## config.mk

```make
export PLATFORM = sky130hd
export DESIGN_NAME = col_staged_adc
export DESIGN_NICKNAME = d
export VERILOG_FILES = /design/src/rtl/col_staged_adc.sv
export SDC_FILE = /design/constraint.sdc
export NUM_CORES = 1
export LEC_CHECK = 0
export BUFFER_PORTS_ARGS = -buffer_cell sky130_fd_sc_hd__buf_4
export CAP_MARGIN = 25
export CORE_UTILIZATION = 30
export CTS_CLUSTER_DIAMETER = 200
export DETAILED_ROUTE_END_ITERATION = 8
export SLEW_MARGIN = 20
export SYNTH_ARGS = -nofsm -noshare
export SYNTH_HDL_FRONTEND = slang
export SYNTH_SLANG_ARGS = --single-unit
```

## constraint.sdc

```tcl
create_clock -name clk -period 3.6 [get_ports clk]
set_input_delay 0.54 -clock clk [delete_from_list [all_inputs] [get_ports clk]]
set_output_delay 0.54 -clock clk [all_outputs]
set_load 0.02 [all_outputs]
```

## src/rtl/col_staged_adc.sv

```systemverilog
module col_staged_adc #(
  parameter int TW = 12,
  parameter int RW = 5,
  parameter int FRAME_TICKS = 64,
  parameter int SETTLE = 2
) (
  input  logic          clk,
  input  logic          rst_n,
  input  logic          frame_start,
  input  logic [TW-1:0] tick,
  input  logic          cmp_in,
  input  logic [RW-1:0] row_idx,
  output logic [7:0]    ref_code,
  output logic          sample_stb,
  output logic          mem_wr,
  output logic [RW-1:0] mem_addr,
  output logic [7:0]    mem_data,
  output logic          done
);
  localparam int CW = (SETTLE > 0) ? $clog2(SETTLE + 1) : 1;

  logic          active, busy, bsel;
  logic [1:0]    step, tmp;
  logic [7:0]    acc;
  logic [CW-1:0] cnt;
  logic [TW-1:0] base;

  wire [1:0]    sh      = 2'd3 - step;
  wire [TW-1:0] elapsed = tick - base;
  wire [TW-1:0] target  = TW'(FRAME_TICKS >> sh);
  wire [2:0]    pos     = 3'd7 - {step, 1'b0} - {2'b00, bsel};
  wire [7:0]    trial   = acc | ({tmp, 6'b0} >> {step, 1'b0}) | (8'd1 << pos);
  wire [7:0]    merged  = acc | ({tmp[1], cmp_in, 6'b0} >> {step, 1'b0});
  wire          last    = (cnt == CW'(SETTLE));

  assign ref_code = busy ? (trial >> sh) : 8'd0;

  always_ff @(posedge clk) begin
    if (!rst_n) begin
      active <= 1'b0; busy <= 1'b0; bsel <= 1'b0;
      step <= '0; tmp <= '0; acc <= '0; cnt <= '0; base <= '0;
      sample_stb <= 1'b0; mem_wr <= 1'b0; done <= 1'b0;
      mem_addr <= '0; mem_data <= '0;
    end else begin
      sample_stb <= 1'b0;
      mem_wr     <= 1'b0;
      done       <= 1'b0;
      if (frame_start) begin
        active   <= 1'b1;
        busy     <= 1'b0;
        bsel     <= 1'b0;
        base     <= tick;
        step     <= '0;
        acc      <= '0;
        tmp      <= '0;
        cnt      <= '0;
        mem_addr <= row_idx;
      end else if (active && !busy) begin
        if (elapsed == target) begin
          busy       <= 1'b1;
          sample_stb <= 1'b1;
          bsel       <= 1'b0;
          cnt        <= '0;
          tmp        <= '0;
        end
      end else if (busy) begin
        if (!last) begin
          cnt <= cnt + 1'b1;
        end else begin
          cnt <= '0;
          if (!bsel) begin
            tmp[1] <= cmp_in;
            bsel   <= 1'b1;
          end else begin
            tmp[0] <= cmp_in;
            acc    <= merged;
            busy   <= 1'b0;
            bsel   <= 1'b0;
            if (step == 2'd3) begin
              mem_wr   <= 1'b1;
              done     <= 1'b1;
              mem_data <= merged;
              active   <= 1'b0;
            end else begin
              step <= step + 1'b1;
            end
          end
        end
      end
    end
  end
endmodule

```

==> impl_results.md, run 1 <==
- Leak: 1.36 nW
- Met2 GRT Util: 0.235
- Max clock buf depth: 2
- ANT cells: 0
- EDFF count, synth: 0
- Hpwl dp: 4.39 mm
- Part of the Yosys area used for sequential elements: 0.334
- Period minus WS final: 3000 ps
- Routed vias/inst: 5.04
- Pin count of the biggest net entering global routing: 28
- Cell count after synthesis: 313
- GR Util All Layers: 0.141
- Area after DPL: 0.00305 mm^2
- Top-count cell post-synth: dfxtp_1
- First-pass iteration count of the detailed router: 5
- # port buffers: 44
- Internal cell power: 727 uW
- Final wirelength: 6.00 mm
- Via count of the routed design: 2320
- Cts repair resizes: 0
- Synthesized area per cell: 8.42 um^2
- CP Cell Sequence: clkinv_1, ha_1, xor2_1, or2_4, a2111oi_4, o31ai_1, a2111oi_2, nand4_2, a211o_1, a21oi_2
- Yosys warns: 0
- Final hold violations: 0
- Reg clk slew, reported paths: 100 ps
- Power per cell area: 331 mW/mm^2
- Gpl congestion: 0.838
- Count of cell types in the netlist: 52
- Endpoints failing setup: 0
- Startpoint Class: register
- Nets: 390
- Relative slew slack: 0.517
- Slowest cell on the critical path: a2111oi_2
- CP Max Fanout: 7
- Final worst path period share: 0.834
- Ys flop type: dfxtp_1
- Clock share of power: 0.330
- Hold WC Path Type: in -> reg
- Layout cells sized above 1: 0.192
- Setup TNS: 0 ps
- FMAX: 333 MHz
- Final Cell Area: 0.00315 mm^2
- VDD IR max: 0.150 mV
- Synth top area share: 0.334
- First-pass GRT wire length: 10.1 mm
- GR Overflow Total: 0
- DR WL/cell: 13.0 um
- Post-synth net total: 349
- Crit Path Category: reg -> reg
- RSZ-0062 raised after global routing: false
- Cts hold-fix bufs: 0
- Number of synthesized register bits: 44
- CP Launch Point: step[0]
- Vias in the first global route: 2204
- Power Total: 1.04 mW
- Max Cap Viol: 0
- Met1 usage: 0.186
- Synthesized area: 0.00264 mm^2
- Clock Sinks: 44
- Top post-synthesis cells by count: 44 x dfxtp_1, 37 x nor2_1, 26 x nand2_1, 24 x mux2i_1, 22 x nor2b_1
- Top Usage Layer GRT: met2
- CTS tree: built
- Layout area overhead: 19.4%
- Core Area: 0.00834 mm^2
- Pins Over Slew Limit: 0
- Root Driver: clkbuf_8
- Initial DRC Count: 134
- Die W: 95.7 um
- Register share of total power: 0.484
- Outcome: complete, no violations
- Post-CTS Setup Bufs: 0
- Die ar.: 0.00917 mm^2
- Crit. End Element: register
- Top post-synthesis cells by area: dfxtp_1 33%, mux2i_1 9.1%, ha_1 7.1%
- H-tree depth: 2
- Max incr delay on CP: 430 ps
- Gate power share: 0.186
- Critical path arrival: 3240 ps
- Reg2reg start: step[0]
- DRC: 0
- Actual slew at the worst max-slew pin: 724 ps
- Yosys top cell by area: dfxtp_1
- HP Start: row_idx[2]
- Switching share of power: 0.303
- Num CTS Buffers: 5
- Async SR Flop Fraction: 0
- Post-route ant nets: 0
- I/O pin count: 45
- Sw Pwr: 316 uW
- Row cnt: 33
- Worst-skew pair later-pin latency: 310 ps
- Initial Utilization: 0.316
- Initial antenna violation count: 0
- Worst Path Required: 3840 ps
- Final Skew: 10.8 ps
- DIE HEIGHT: 95.7 um
- Met3 usage: 0.0205
==> power groups by stage <==
stage          registers (mW)  logic [mW]  clock network [mW]
2_1_floorplan           0.519       0.140                   0
3_3_place_gp            0.515       0.190                   0
3_5_place_dp            0.515       0.194                   0
4_1_cts                 0.504       0.195               0.356
5_1_grt                 0.506       0.218               0.374
6_report                0.504       0.194               0.344
==> cell usage in the layout (no fill, tap or decap), types with 2 or more instances in the layout <==
cell	netlist	routed
a31oi_1	8	8
nor3_1	12	12
ha_1	15	15
nand3_1	7	7
nor2b_1	22	22
nand2b_1	3	3
dfxtp_1	44	44
nor4_1	3	3
xnor2_1	4	4
o21a_1	2	2
o31ai_1	2	2
inv_1	17	17
nor2_1	37	37
a21oi_1	20	20
nand2_1	26	26
o211a_1	9	9
xor2_1	3	3
a211o_1	2	2
a311oi_1	2	2
buf_4	3	47
o21ai_0	6	6
mux2i_1	24	24
inv_6	0	2
a211o_2	2	2
a31o_2	2	2
clkbuf_8	0	5
a211oi_1	4	4
==> cells by family after synthesis <==
logic type | count (synthesis) | synth area share
XOR/XNOR | 7 | 0.0233
AND/OR/NAND/NOR | 120 | 0.222
flip-flops | 44 | 0.334
adder cells (fa/ha/maj) | 15 | 0.0712
buffers and inverters | 31 | 0.0513
multiplexers | 25 | 0.0954
AO/OA/AOI/OAI | 71 | 0.203
==> through the flow <==
step | worst slack (ps) | utilization | cells | hold slack [ps]
detailed placement | 442 | 0.366 | 452 | 490
CTS | 568 | 0.377 | 460 | 476
global placement | 518 | 0.366 | 452 | 476
floorplan | 653 | - | 313 | 460
global route | 310 | 0.377 | 460 | 502
finish | 597 | 0.377 | 460 | 478
==> metal layers <==
layer / vias up / wire length [um]
met4: 0 / 87
met2: 60 / 2690
met1: 1056 / 2970
li1: 1196 / -
met5: - / 0
met3: 8 / 249
==> registers in the layout, summed over array words and instances (netlist names), 2 cells and up <==
name,cells
mem_data,8
step,2
mem_addr,5
cnt,2
acc,8
tmp,2
base,12
==> critical path: cells and delay by family, from the launching register on <==
family	cells	cell delay, ps
simple gates	2	490
xor+xnor	1	180
compound gates	5	1370
fa+ha+maj	1	320
buf+inv	1	240
flops	1	340
==> worst paths after layout <==
kind,cells past startpoint,end,slack [ps]
min reg2reg,1,mem_data[6],510
min,3,mem_addr[2],480
max,10,tmp[1],600
max reg2reg,10,tmp[1],600
==> final cells by class <==
| cell class | count | area, um^2 |
|---|---|---|
| Clock buffer | 5 | 68.8 |
| Clock inverter | 3 | 26.3 |
| Fill cell | 885 | 5190 |
| Inverter | 18 | 67.6 |
| Multi-Input combinational cell | 238 | 1620 |
| Sequential cell | 44 | 881 |
| Tap cell | 105 | 131 |
| Timing Repair Buffer | 47 | 353 |
Power figures use the tool's default switching activity.
==> run 2, diff against run 1 <==
==> constraint.sdc (replaced) <==
create_clock -name clk -period 2.4 [get_ports clk]
set_input_delay 0.36 -clock clk [delete_from_list [all_inputs] [get_ports clk]]
set_output_delay 0.36 -clock clk [all_outputs]
set_load 0.02 [all_outputs]
==> run 2 against run 1 <==
Net effect:
- the run now ends with negative setup slack left
- cell count increased by 9.8%
- sequential cell count stayed put
- non-clock buffer count rose by 45
- clock-buffer cell count did not move
==> impl_results.md, run 2 (synthesis results as in run 1) <==
- Post-route ant nets: 0
- Reg clk slew, reported paths: 90 ps
- Vias in the first global route: 2302
- Layout cells sized above 1: 0.370
- Clock Sinks: 44
- Power per cell area: 480 mW/mm^2
- Via count of the routed design: 2470
- Crit Path Category: reg -> reg
- Worst Path Required: 2640 ps
- Failing checks: negative setup slack
- Leak: 1.63 nW
- Endpoints failing setup: 5
- Setup TNS: -395 ps
- Die ar.: 0.00917 mm^2
- First-pass GRT wire length: 10.7 mm
- Crit. End Element: register
- Post-Route Utilization: 0.450
- Critical path arrival: 2780 ps
- Core Area: 0.00834 mm^2
- Row cnt: 33
- Root Driver: clkbuf_8
- Reg2reg start: base[5]
- Storage cell area: 890 um^2
- ANT cells: 0
- Die W: 95.7 um
- # port buffers: 44
- I/O pin count: 45
- Initial DRC Count: 125
- FF-to-FF End: tmp[1]
- RSZ-0062 raised after global routing: true
- Relative slew slack: 0.731
- Hold path depth: 3
- Most common cell after layout, fill and taps aside: buf_4
- Max clock buf depth: 2
- Initial Utilization: 0.316
- Outcome: finished with violations
- Final Cell Area: 0.00375 mm^2
- Final wirelength: 6.42 mm
- DRC: 0
- GR Overflow Total: 0
- Post-Place Worst Slack: -416 ps
- H-tree depth: 2
- Biggest register: base
- VDD IR max: 0.367 mV
- Number of fill cells: 829
- First-pass iteration count of the detailed router: 4
- Worst-skew pair later-pin latency: 300 ps
- Top flop regs: base: 12 flops, acc: 8 flops, mem_data: 8 flops
- Initial antenna violation count: 0
- CP Max Fanout: 5
- Nets: 435
- Pin count of the biggest net entering global routing: 28
- Max reg flops: 12
- Final worst path period share: 1.06
- Cts hold-fix bufs: 0
- DIE HEIGHT: 95.7 um
- Final hold violations: 0
- Actual slew at the worst max-slew pin: 403 ps
- DR WL/cell: 12.7 um
- FMAX: 394 MHz
- Most frequent cells in the layout: 88 x buf_4, 39 x dfxtp_1, 33 x nor2_1
- Num CTS Buffers: 5
- CTS tree: built
- Hold WC Path Type: in -> reg
- Routed vias/inst: 4.89
- Worst R2R Setup Slack: -140 ps
- Period minus WS final: 2540 ps
- Worst r2r path cells: 11
- Final Skew: 7.51 ps
- Hpwl dp: 4.57 mm
- Area of the multi-input gates: 0.00183 mm^2
- Layout area overhead: 42.3%
- Gpl congestion: 0.835
- Startpoint Class: register
- Max Cap Viol: 0
- Final setup margin: -136 ps
- Pins Over Slew Limit: 0
- CP Launch Point: base[5]
- Area after DPL: 0.00338 mm^2
- HP Start: row_idx[3]
- GR Util All Layers: 0.148
- WHS Endpoint: mem_addr[3]
==> run 2: cell types whose count changed in the layout (fill, tap and decap cells not counted), moves of 2 or more <==
cell / previous run / this run
o21ai_0: 6 / 4
buf_6: 0 / 4
dfxtp_2: 0 / 4
a211oi_1: 4 / 2
nor2_1: 37 / 33
nor2_2: 0 / 3
a311oi_1: 2 / 0
buf_4: 47 / 88
ha_4: 0 / 4
ha_1: 15 / 10
a21oi_1: 20 / 18
a311oi_2: 0 / 2
dfxtp_1: 44 / 39
==> run 2: worst max-delay path: stages, from the launching register on <==
cell and delay (ps):
dfxtp_1 350, inv_1 70, ha_4 290, nand2_1 100
a211oi_4 330, or3b_4 190, a311oi_2 70, buf_4 160
a2111oi_4 320, nand4_2 170, a211o_1 330, a21oi_2 100
==> run 2: cell type report <==
| cell class | count | area share |
|---|---|---|
| multi-input cells | 238 | 0.488 |
| repair buffers | 92 | 0.188 |
| clock buffers | 5 | 0.0183 |
| inverters | 18 | 0.0213 |
| well taps | 105 | 0.0350 |
| clock inverters | 3 | 0.0123 |
| flip-flops and latches | 44 | 0.237 |
==> run 2: per-stage QoR <==
step / hold slack (ps) / power (mW) / std cells
after floorplan: 460 / 0.995 / 313
final: 312 / 1.80 / 505
after global placement: 481 / 1.14 / 489
after detailed placement: 489 / 1.15 / 489
after global routing: 329 / 1.89 / 505
after CTS: 305 / 1.78 / 498
==> run 2: metal layers <==
metal / share of wire / GRT usage / vias to the layer above
li1: - / - / 1284
met2: 0.46 / 0.250 / 43
met4: 0.012 / 0.0410 / 0
met5: 0 / 0 / -
met3: 0.028 / 0.0213 / 4
met1: 0.50 / 0.197 / 1139
==> run 2: power breakdown <==
group | leakage (nW) | switching, mW | internal (mW) | total [mW]
sequential | 0.360 | 0.00896 | 0.747 | 0.756
clock | 0.0548 | 0.287 | 0.314 | 0.601
combinational | 1.21 | 0.212 | 0.232 | 0.444
==> run 2: worst max path at each step <==
stage,end,slack [ps]
5_1_grt,cnt[0],-280
4_1_cts,tmp[1],-130
3_3_place_gp,cnt[0],-340
3_5_place_dp,cnt[0],-420
2_1_floorplan,tmp[1],-240
6_report,tmp[1],-140
==> run 2: timing repair <==
item	CTS	global route
pin swaps	4	7
buffers inserted	1	7
resized for setup	17	25
endpoints found under the hold margin	0	0
setup endpoints to repair	11	12
